[src/rtl/sleep_pkg.sv]
// Shared types for the low-power entry sequencer.
// Assumes a two-bit level selector with one reserved code.
package sleep_pkg;

    typedef enum logic [1:0] {
        LVL_IDLE0 = 2'b00,
        LVL_RSVD  = 2'b01,
        LVL_IDLE2 = 2'b10,
        LVL_STBY  = 2'b11
    } sleep_lvl_e;

    typedef enum logic [1:0] {
        ST_ACTIVE = 2'b00,
        ST_PEND   = 2'b01,
        ST_SLEEP  = 2'b10,
        ST_WAKE   = 2'b11
    } seq_state_e;

endpackage

[src/rtl/sleep_fsm.sv]
// Sequencer state machine: active -> pending -> asleep -> wake -> active.
// Assumes wfi_i is a one-cycle strobe and wake_req is already qualified.
module sleep_fsm
    import sleep_pkg::*;
(
    input  logic       clk,
    input  logic       rst_n,
    input  logic       wfi,
    input  logic [1:0] level_sel,
    input  logic       nvm_ready,
    input  logic       wake_req,
    output seq_state_e state,
    output logic [1:0] level
);

    seq_state_e state_q, state_d;
    logic [1:0] level_q, level_d;
    logic       sel_ok;

    // Decide whether the selector holds a legal level code.
    always_comb begin
        sel_ok = (level_sel != LVL_RSVD);
    end

    // Next-state and level-capture logic.
    always_comb begin
        state_d = state_q;
        level_d = level_q;
        unique case (state_q)
            ST_ACTIVE: if (wfi && sel_ok) begin
                state_d = ST_PEND;
                level_d = level_sel;
            end
            ST_PEND:   if (nvm_ready) state_d = ST_SLEEP;
            ST_SLEEP:  if (wake_req)  state_d = ST_WAKE;
            ST_WAKE:   state_d = ST_ACTIVE;
            default:   state_d = ST_ACTIVE;
        endcase
    end

    // State and level registers with synchronous reset.
    always_ff @(posedge clk) begin
        if (!rst_n) begin
            state_q <= ST_ACTIVE;
            level_q <= LVL_IDLE0;
        end else begin
            state_q <= state_d;
            level_q <= level_d;
        end
    end

    assign state = state_q;
    assign level = level_q;

    AST_RSVD_IGNORED: assert property (@(posedge clk) disable iff (!rst_n)
        (state_q == ST_ACTIVE && wfi && level_sel == LVL_RSVD) |=> (state_q == ST_ACTIVE));
    AST_PEND_HOLDS: assert property (@(posedge clk) disable iff (!rst_n)
        (state_q == ST_PEND && !nvm_ready) |=> (state_q == ST_PEND));
    AST_WAKE_SINGLE: assert property (@(posedge clk) disable iff (!rst_n)
        (state_q == ST_WAKE) |=> (state_q == ST_ACTIVE));

endmodule

[src/rtl/sleep_wake_qual.sv]
// Wake qualifier: combines interrupt lines according to the committed level.
// Assumes interrupt inputs are already synchronised to clk.
module sleep_wake_qual
    import sleep_pkg::*;
#(
    parameter int NS = 4,
    parameter int NA = 2
) (
    input  logic [1:0]    level,
    input  logic [NS-1:0] sync_irq,
    input  logic [NS-1:0] sync_rstby,
    input  logic [NA-1:0] async_irq,
    output logic          wake_req
);

    logic [NS-1:0] sync_ok;

    // Mask synchronous lines in standby to those allowed to run there.
    always_comb begin
        if (level == LVL_STBY) sync_ok = sync_irq & sync_rstby;
        else                   sync_ok = sync_irq;
    end

    // Any asynchronous line or any surviving synchronous line wakes.
    always_comb begin
        wake_req = (|async_irq) | (|sync_ok);
    end

endmodule

[src/rtl/sleep_gate_ctrl.sv]
// Output decode: clock gate enables, low-power selects and status.
// Assumes the downstream gating cells tolerate enables driven from state.
module sleep_gate_ctrl
    import sleep_pkg::*;
#(
    parameter int NP = 4
) (
    input  seq_state_e    state,
    input  logic [1:0]    level,
    input  logic [NP-1:0] clk_req,
    input  logic          stby_reg_lp,
    input  logic          stby_sram_lp,
    output logic          cpu_clk_en,
    output logic [NP-1:0] bus_clk_en,
    output logic          spec_clk_en,
    output logic          reg_lp,
    output logic          sram_lp,
    output logic          wake,
    output logic          sleeping,
    output logic [1:0]    level_out
);

    logic asleep;
    logic in_stby;

    // Decode the sleeping condition and the standby level.
    always_comb begin
        asleep  = (state == ST_SLEEP);
        in_stby = asleep && (level == LVL_STBY);
    end

    // Clock gate enables: all on unless committed to a level.
    always_comb begin
        cpu_clk_en  = !asleep;
        bus_clk_en  = asleep ? clk_req : {NP{1'b1}};
        spec_clk_en = !asleep || (level == LVL_IDLE0);
    end

    // Low-power selects and status outputs.
    always_comb begin
        reg_lp    = in_stby && stby_reg_lp;
        sram_lp   = in_stby && stby_sram_lp;
        wake      = (state == ST_WAKE);
        sleeping  = asleep;
        level_out = asleep ? level : 2'b00;
    end

endmodule

[src/rtl/sleep_seq.sv]
// Top of the low-power entry sequencer. It ties the state machine, the
// wake qualifier and the output decode together. Assumes all inputs are
// synchronous to clk.
module sleep_seq #(
    parameter int NP = 4,
    parameter int NS = 4,
    parameter int NA = 2
) (
    input  logic          clk,
    input  logic          rst_n,
    input  logic          wfi_i,
    input  logic [1:0]    level_sel_i,
    input  logic          nvm_ready_i,
    input  logic          stby_reg_lp_i,
    input  logic          stby_sram_lp_i,
    input  logic [NP-1:0] clk_req_i,
    input  logic [NS-1:0] sync_irq_i,
    input  logic [NS-1:0] sync_rstby_i,
    input  logic [NA-1:0] async_irq_i,
    output logic          cpu_clk_en_o,
    output logic [NP-1:0] bus_clk_en_o,
    output logic          spec_clk_en_o,
    output logic          reg_lp_o,
    output logic          sram_lp_o,
    output logic          wake_o,
    output logic          sleeping_o,
    output logic [1:0]    level_o
);

    sleep_pkg::seq_state_e state;
    logic [1:0]            level;
    logic                  wake_req;

    sleep_fsm u_fsm (
        .clk       (clk),
        .rst_n     (rst_n),
        .wfi       (wfi_i),
        .level_sel (level_sel_i),
        .nvm_ready (nvm_ready_i),
        .wake_req  (wake_req),
        .state     (state),
        .level     (level)
    );

    sleep_wake_qual #(.NS(NS), .NA(NA)) u_qual (
        .level      (level),
        .sync_irq   (sync_irq_i),
        .sync_rstby (sync_rstby_i),
        .async_irq  (async_irq_i),
        .wake_req   (wake_req)
    );

    sleep_gate_ctrl #(.NP(NP)) u_gate (
        .state        (state),
        .level        (level),
        .clk_req      (clk_req_i),
        .stby_reg_lp  (stby_reg_lp_i),
        .stby_sram_lp (stby_sram_lp_i),
        .cpu_clk_en   (cpu_clk_en_o),
        .bus_clk_en   (bus_clk_en_o),
        .spec_clk_en  (spec_clk_en_o),
        .reg_lp       (reg_lp_o),
        .sram_lp      (sram_lp_o),
        .wake         (wake_o),
        .sleeping     (sleeping_o),
        .level_out    (level_o)
    );

    AST_ENTRY_AFTER_READY: assert property (@(posedge clk) disable iff (!rst_n)
        $rose(sleeping_o) |-> $past(nvm_ready_i));
    AST_WAKE_ONE_PULSE: assert property (@(posedge clk) disable iff (!rst_n)
        wake_o |=> (!wake_o && !sleeping_o));
    AST_EXIT_VIA_WAKE: assert property (@(posedge clk) disable iff (!rst_n)
        $fell(sleeping_o) |-> wake_o);
    AST_CPU_STOPPED: assert property (@(posedge clk) disable iff (!rst_n)
        sleeping_o |-> !cpu_clk_en_o);
    AST_NO_UNREQ_BUS: assert property (@(posedge clk) disable iff (!rst_n)
        sleeping_o |-> ((bus_clk_en_o & ~clk_req_i) == '0));
    AST_SPEC_GATED: assert property (@(posedge clk) disable iff (!rst_n)
        (sleeping_o && level_o != 2'b00) |-> !spec_clk_en_o);
    AST_LP_NORMAL_IDLE: assert property (@(posedge clk) disable iff (!rst_n)
        (level_o != 2'b11) |-> (!reg_lp_o && !sram_lp_o));

endmodule

[config.mk]
export PLATFORM = sky130hd
export DESIGN_NAME = sleep_seq
export DESIGN_NICKNAME = d
export VERILOG_FILES = /design/src/rtl/sleep_pkg.sv /design/src/rtl/sleep_fsm.sv /design/src/rtl/sleep_wake_qual.sv /design/src/rtl/sleep_gate_ctrl.sv /design/src/rtl/sleep_seq.sv
export SDC_FILE = /design/constraint.sdc
export NUM_CORES = 1
export LEC_CHECK = 0
export CORE_AREA = 2 2 39 41
export DETAILED_ROUTE_END_ITERATION = 8
export DIE_AREA = 0 0 41 43
export GPL_TIMING_DRIVEN = 0
export PLACE_DENSITY = 0.73
export SYNTH_ARGS = -nofsm -noshare
export SYNTH_HDL_FRONTEND = slang
export SYNTH_SLANG_ARGS = --single-unit
[constraint.sdc]
create_clock -name clk -period 1.63 [get_ports clk]
set_input_delay 0.326 -clock clk [delete_from_list [all_inputs] [get_ports clk]]
set_output_delay 0.326 -clock clk [all_outputs]
set_load 0.01 [all_outputs]
[Word-level counts from Yosys, hierarchy flattened]
Index checks and enable logic that the tools add are counted.
Operators by class
  add/subtract/negate cells: 0
  multipliers: 0
  divide/modulo/power cells: 0
  $lt $le $gt $ge: 0
  equality and inequality tests: 8
  shift-type cells: 0
  mux-type cells: 7
  bitwise gates (word level): 2
  reductions and logical operators: 12
Operators by type and width (count)
  $mux W2: 4
  $mux W4: 2
  $pmux W2 S4: 1
  $eq A2 B2 Y1 const B: 3
  $and A4 B4 Y4: 1
  $logic_and A1 B1 Y1: 4
  $logic_not A2 Y1: 2
  $ne A2 B1 Y1 const B: 2
  $ne A2 B2 Y1 const B: 2
  $reduce_or A4 Y1: 1
  $reduce_and A3 Y1: 1
  $eq A2 B1 Y1 const B: 1
  $reduce_and A2 Y1: 1
  $reduce_or A2 Y1: 1
  $logic_not A1 Y1: 1
  $logic_or A1 B1 Y1: 1
  $or A1 B1 Y1: 1
Word-level totals
  register bits after elaboration: 4
  bits in latches: 0
  bits in writable memories: 0
  ROM bits: 0
  input bits: 22
  output and inout port bits: 12
  logic and storage cells: 31
  memories: 0

[Depth between registers and ports, before layout]
  depth after elaboration: 6
  gate-level depth with buffers: 6
  depth with buffers taken out: 6

[Modules after synthesis]
From an unflattened synthesis, not the netlist that was laid out.
Unflattened totals
  cell total of the unflattened synthesis: 44
  area, all modules: 365.4 µm²
Modules (own cells, without submodules)
  sleep_fsm: instances 1, cells each 26, area an instance 227.7 µm², seq. area each 80.1 µm²
  sleep_gate_ctrl: instances 1, cells each 13, area an instance 95.1 µm², seq. area each 0.0 µm²
  sleep_wake_qual: instances 1, cells each 5, area an instance 42.5 µm², seq. area each 0.0 µm²

[Worst setup path before layout]
No wires, ideal clock.
  kind: reg-to-output
  from: register u_fsm.state_q[0], in the netlist u_fsm.state[0]
  to: output reg_lp_o
  arrival time: 1.383 ns
  required time: 1.304 ns
  setup slack: -0.079 ns
  cell stages (with the launch flop): 6
  buffers on the path: 0
  path through: dfxtp_1 inv_1 ha_1 inv_1 nor2_1 and3_1
On the way
  longest elaborated chain between the ends: 3
Ends and longest elaborated chain
  start, declared: RTL line sleep_fsm.sv:16  | seq_state_e state_q, state_d;
  start signal, assigned: RTL line sleep_fsm.sv:47  | state_q <= state_d;
  $eq A2 B2 Y1: RTL line sleep_gate_ctrl.sv:28  | asleep = (state == ST_SLEEP);
  net sleeping_o: RTL line sleep_seq.sv:26  | output logic sleeping_o,
  $logic_and A1 B1 Y1: RTL line sleep_gate_ctrl.sv:29  | in_stby = asleep && (level == LVL_STBY);
  $logic_and A1 B1 Y1: RTL line sleep_gate_ctrl.sv:41  | reg_lp = in_stby && stby_reg_lp;
  end, declared: RTL line sleep_seq.sv:23  | output logic reg_lp_o,
The timed path passes the listed nets, and every way through them passes these cells.

[Final worst setup path]
  from: register u_fsm.state_q[0], in the netlist u_fsm.state[0]
  to: output sram_lp_o
On the way
  longest elaborated chain between the ends: 3
Ends and longest elaborated chain
  $eq A2 B2 Y1: RTL line sleep_gate_ctrl.sv:28
  $logic_and A1 B1 Y1: RTL line sleep_gate_ctrl.sv:29
  $logic_and A1 B1 Y1: RTL line sleep_gate_ctrl.sv:42  | sram_lp = in_stby && stby_sram_lp;
  end, declared: RTL line sleep_seq.sv:24  | output logic sram_lp_o,
Every way passes these cells.

==> results.sh <==
export IMPL_outcome="completed"
export IMPL_final_max_slew_viol_count=0
export IMPL_arrival_ps=1270
export IMPL_nNetsFinal=114
export IMPL_clkSinkCount=4
export IMPL_drt_first_pass_iters=2
export IMPL_syn2layout_area_growth_pct=123.9
export IMPL_synthCells=46
export IMPL_clk_pin_slew_ps=40
export IMPL_dieArea_um2=1763
export IMPL_insertion_delay_ps=240
export IMPL_setup_viol=0
export IMPL_drc=0
export IMPL_start_kind="flip-flop"
export IMPL_dp_hpwl_um=895.2
export IMPL_slew_headroom=0.8051
export IMPL_coreArea_um2=1384
export IMPL_multi_input_area_um2=292.8
export IMPL_seq_area_um2=87.58
export IMPL_place_ws_ps=-404.5
export IMPL_netlist_area_um2=355.3
export IMPL_fmax_mhz=627.2
export IMPL_overflow=0
export IMPL_start_util=0.2568
export IMPL_grt_max_degree=6
export IMPL_grt_pass1_wl_um=1911
export IMPL_timing_final_crit_share=0.9781
export IMPL_leakage_nw=0.3092
export IMPL_yosysWarningCount=0
export IMPL_drtAntennaViolNets=0
export IMPL_drt_total_wl_um=1204
export IMPL_switchingPower_mw=0.3140
export IMPL_rows=14
export IMPL_worstSetupPathType="reg2out"
export IMPL_end_kind="primary output"
export IMPL_numCtsBuffers=3
export IMPL_ir_drop_mv=0.6802
export IMPL_cts_max_level=1
export IMPL_cts_path_max_buffers=2
export IMPL_hp_class="reg2reg"
export IMPL_fin_worst_skew_ps=4.496
export IMPL_cp_required_ps=1300
export IMPL_layout_setup_ws_ps=35.72
export IMPL_first_iter_violations=7
export IMPL_grt_use_total=0.1628
export IMPL_ys_ff_latch=4
export IMPL_vias=487
export IMPL_die_w_um=41
export IMPL_clockRootBuffer="clkbuf_4"
export IMPL_io_buffers=33
export IMPL_pin_count=34
export IMPL_grt_pass1_vias=488
export IMPL_syn_nets=73
export IMPL_rsz0062_at_grt="yes"
export IMPL_hold_violations=0
export IMPL_tightestPinTransition_ps=292.3
export IMPL_post_route_min_period_ps=1594
export IMPL_powerDensity_nw_per_um2=1009
export IMPL_vias_per_cell=4.822
export IMPL_cts_tree="yes"
export IMPL_hold_buffers=0
export IMPL_place_congestion=0.7234
export IMPL_switching_share=0.3910
export IMPL_wl_per_cell_um=11.92
export IMPL_drive_gt1_frac=0.2588
export IMPL_yosysSeqAreaShare=0.2254
export IMPL_worstPathMaxFanout=5
export IMPL_fillers=129
export IMPL_finish_utilization=0.5750
export IMPL_antenna_found_initial=0
export IMPL_power_frac_comb=0.614
export IMPL_maxCapViolations=0
export IMPL_synth_cell_types=22
export IMPL_internal_power_mw=0.4891
export IMPL_synth_area_per_cell_um2=7.725
export IMPL_p_seq_frac=0.231
export IMPL_dieHeight_um=43
export IMPL_total_power_mw=0.8031
export IMPL_pwr_share_clk=0.155
export IMPL_antennaDiodeCount=0
state kept, by name, summed over array words and instances, names as in the netlist:
register     cells
u_fsm.level      2
u_fsm.state      2
critical path, cell delays in order (launching register included):
cell and delay (ps):
dfxtp_4 350, inv_4 70, ha_4 170, inv_2 50, nor2_4 100, and3_4 190
buf_6 90
worst paths after layout:
| kind | start | to | slack, ps | cells after the start |
|---|---|---|---|---|
| worst min register to register | u_fsm.level[0] | u_fsm.level[0] | 530 | 2 |
| worst max register to register | u_fsm.state[1] | u_fsm.state[0] | 100 | 6 |
| worst min-delay path | u_fsm.level[0] | u_fsm.level[0] | 530 | 2 |
| worst max-delay path | u_fsm.state[0] | sram_lp_o | 40 | 6 |
cell usage after synthesis, drive strengths merged:
cell type / count / area share
a211oi: 1 / 0.021
a21oi: 3 / 0.042
a221oi: 1 / 0.042
a22oi: 2 / 0.042
and2: 1 / 0.018
and3: 2 / 0.035
and3b: 1 / 0.025
dfxtp: 4 / 0.23
ha: 5 / 0.18
inv: 7 / 0.074
nand2: 2 / 0.021
nand2b: 4 / 0.070
nand3: 1 / 0.014
nand4: 1 / 0.018
nor2: 3 / 0.032
nor3b: 1 / 0.021
nor4: 1 / 0.018
o2111ai: 1 / 0.025
o211ai: 1 / 0.021
o21ai: 3 / 0.042
or3: 1 / 0.018
power groups by stage:
| stage | Clock, mW | Combinational [mW] | Sequential (mW) |
|---|---|---|---|
| after floorplan | 0 | 0.238 | 0.155 |
| after global placement | 0 | 0.417 | 0.162 |
| after detailed placement | 0 | 0.425 | 0.163 |
| after CTS | 0.126 | 0.439 | 0.178 |
| after global routing | 0.141 | 0.550 | 0.193 |
| final | 0.124 | 0.493 | 0.186 |
kinds of logic after synthesis:
family	Yosys count	share of synthesized area
compound gates	12	0.2359
simple gates	18	0.2888
fa+ha+maj	5	0.1761
flops	4	0.2254
buf+inv	7	0.07396
layout make-up:
type,count,area share
Clock buffer,3,0.02830
Inverter,7,0.03616
Multi-Input combinational cell,35,0.3679
Sequential cell,4,0.1101
Tap cell,16,0.02516
Timing Repair Buffer,36,0.4324
repair_timing:
| action | in CTS | in global routing |
|---|---|---|
| gates cloned | 0 | 0 |
| setup buffers | 2 | 1 |
| resized for setup | 24 | 18 |
| pin swaps | 2 | 5 |
| setup endpoints to repair | 12 | 11 |
through the flow:
step | std cells | instance area (um^2) | hold WS [ps] | TNS, ps
final | 101 | 795.8 | 533.9 | 0
after global placement | 95 | 708.2 | 470.5 | -1835
after detailed placement | 95 | 708.2 | 473.2 | -2045
after CTS | 100 | 743.2 | 498.7 | 0
after floorplan | 46 | 357.8 | 444.2 | 0
after global routing | 101 | 795.8 | 570.0 | -63.39
routing by layer:
layer  up-vias  global-route usage  part of all wire
li1        246                   -                 -
met1       222              0.1645              0.37
met2        17              0.2625              0.55
met3         2             0.06806             0.063
met4         0             0.09333             0.012
met5         -                   0                 0
cells in the final DEF (no fill, tap or decap):
cell type	instances
clkdlybuf4s50_1	22
buf_4	2
nor2_1	2
ha_4	1
nand2b_1	4
inv_2	1
inv_4	1
clkbuf_2	2
o2111ai_1	1
a211oi_2	1
and2_1	1
nand4_1	1
nor4_2	1
o211ai_1	1
o21ai_1	1
nor2_4	1
a21oi_1	3
clkdlybuf4s15_1	3
o21ai_0	2
nand2_1	2
a22oi_1	2
nand3_1	1
or3_1	1
inv_1	5
clkbuf_4	3
and3b_1	1
and3_4	2
dfxtp_4	2
a221oi_2	1
dlygate4sd2_1	4
nor3b_1	1
ha_1	3
buf_6	3
dfxtp_1	2
ha_2	1
No activity file was read; power rests on OpenSTA's default activity.
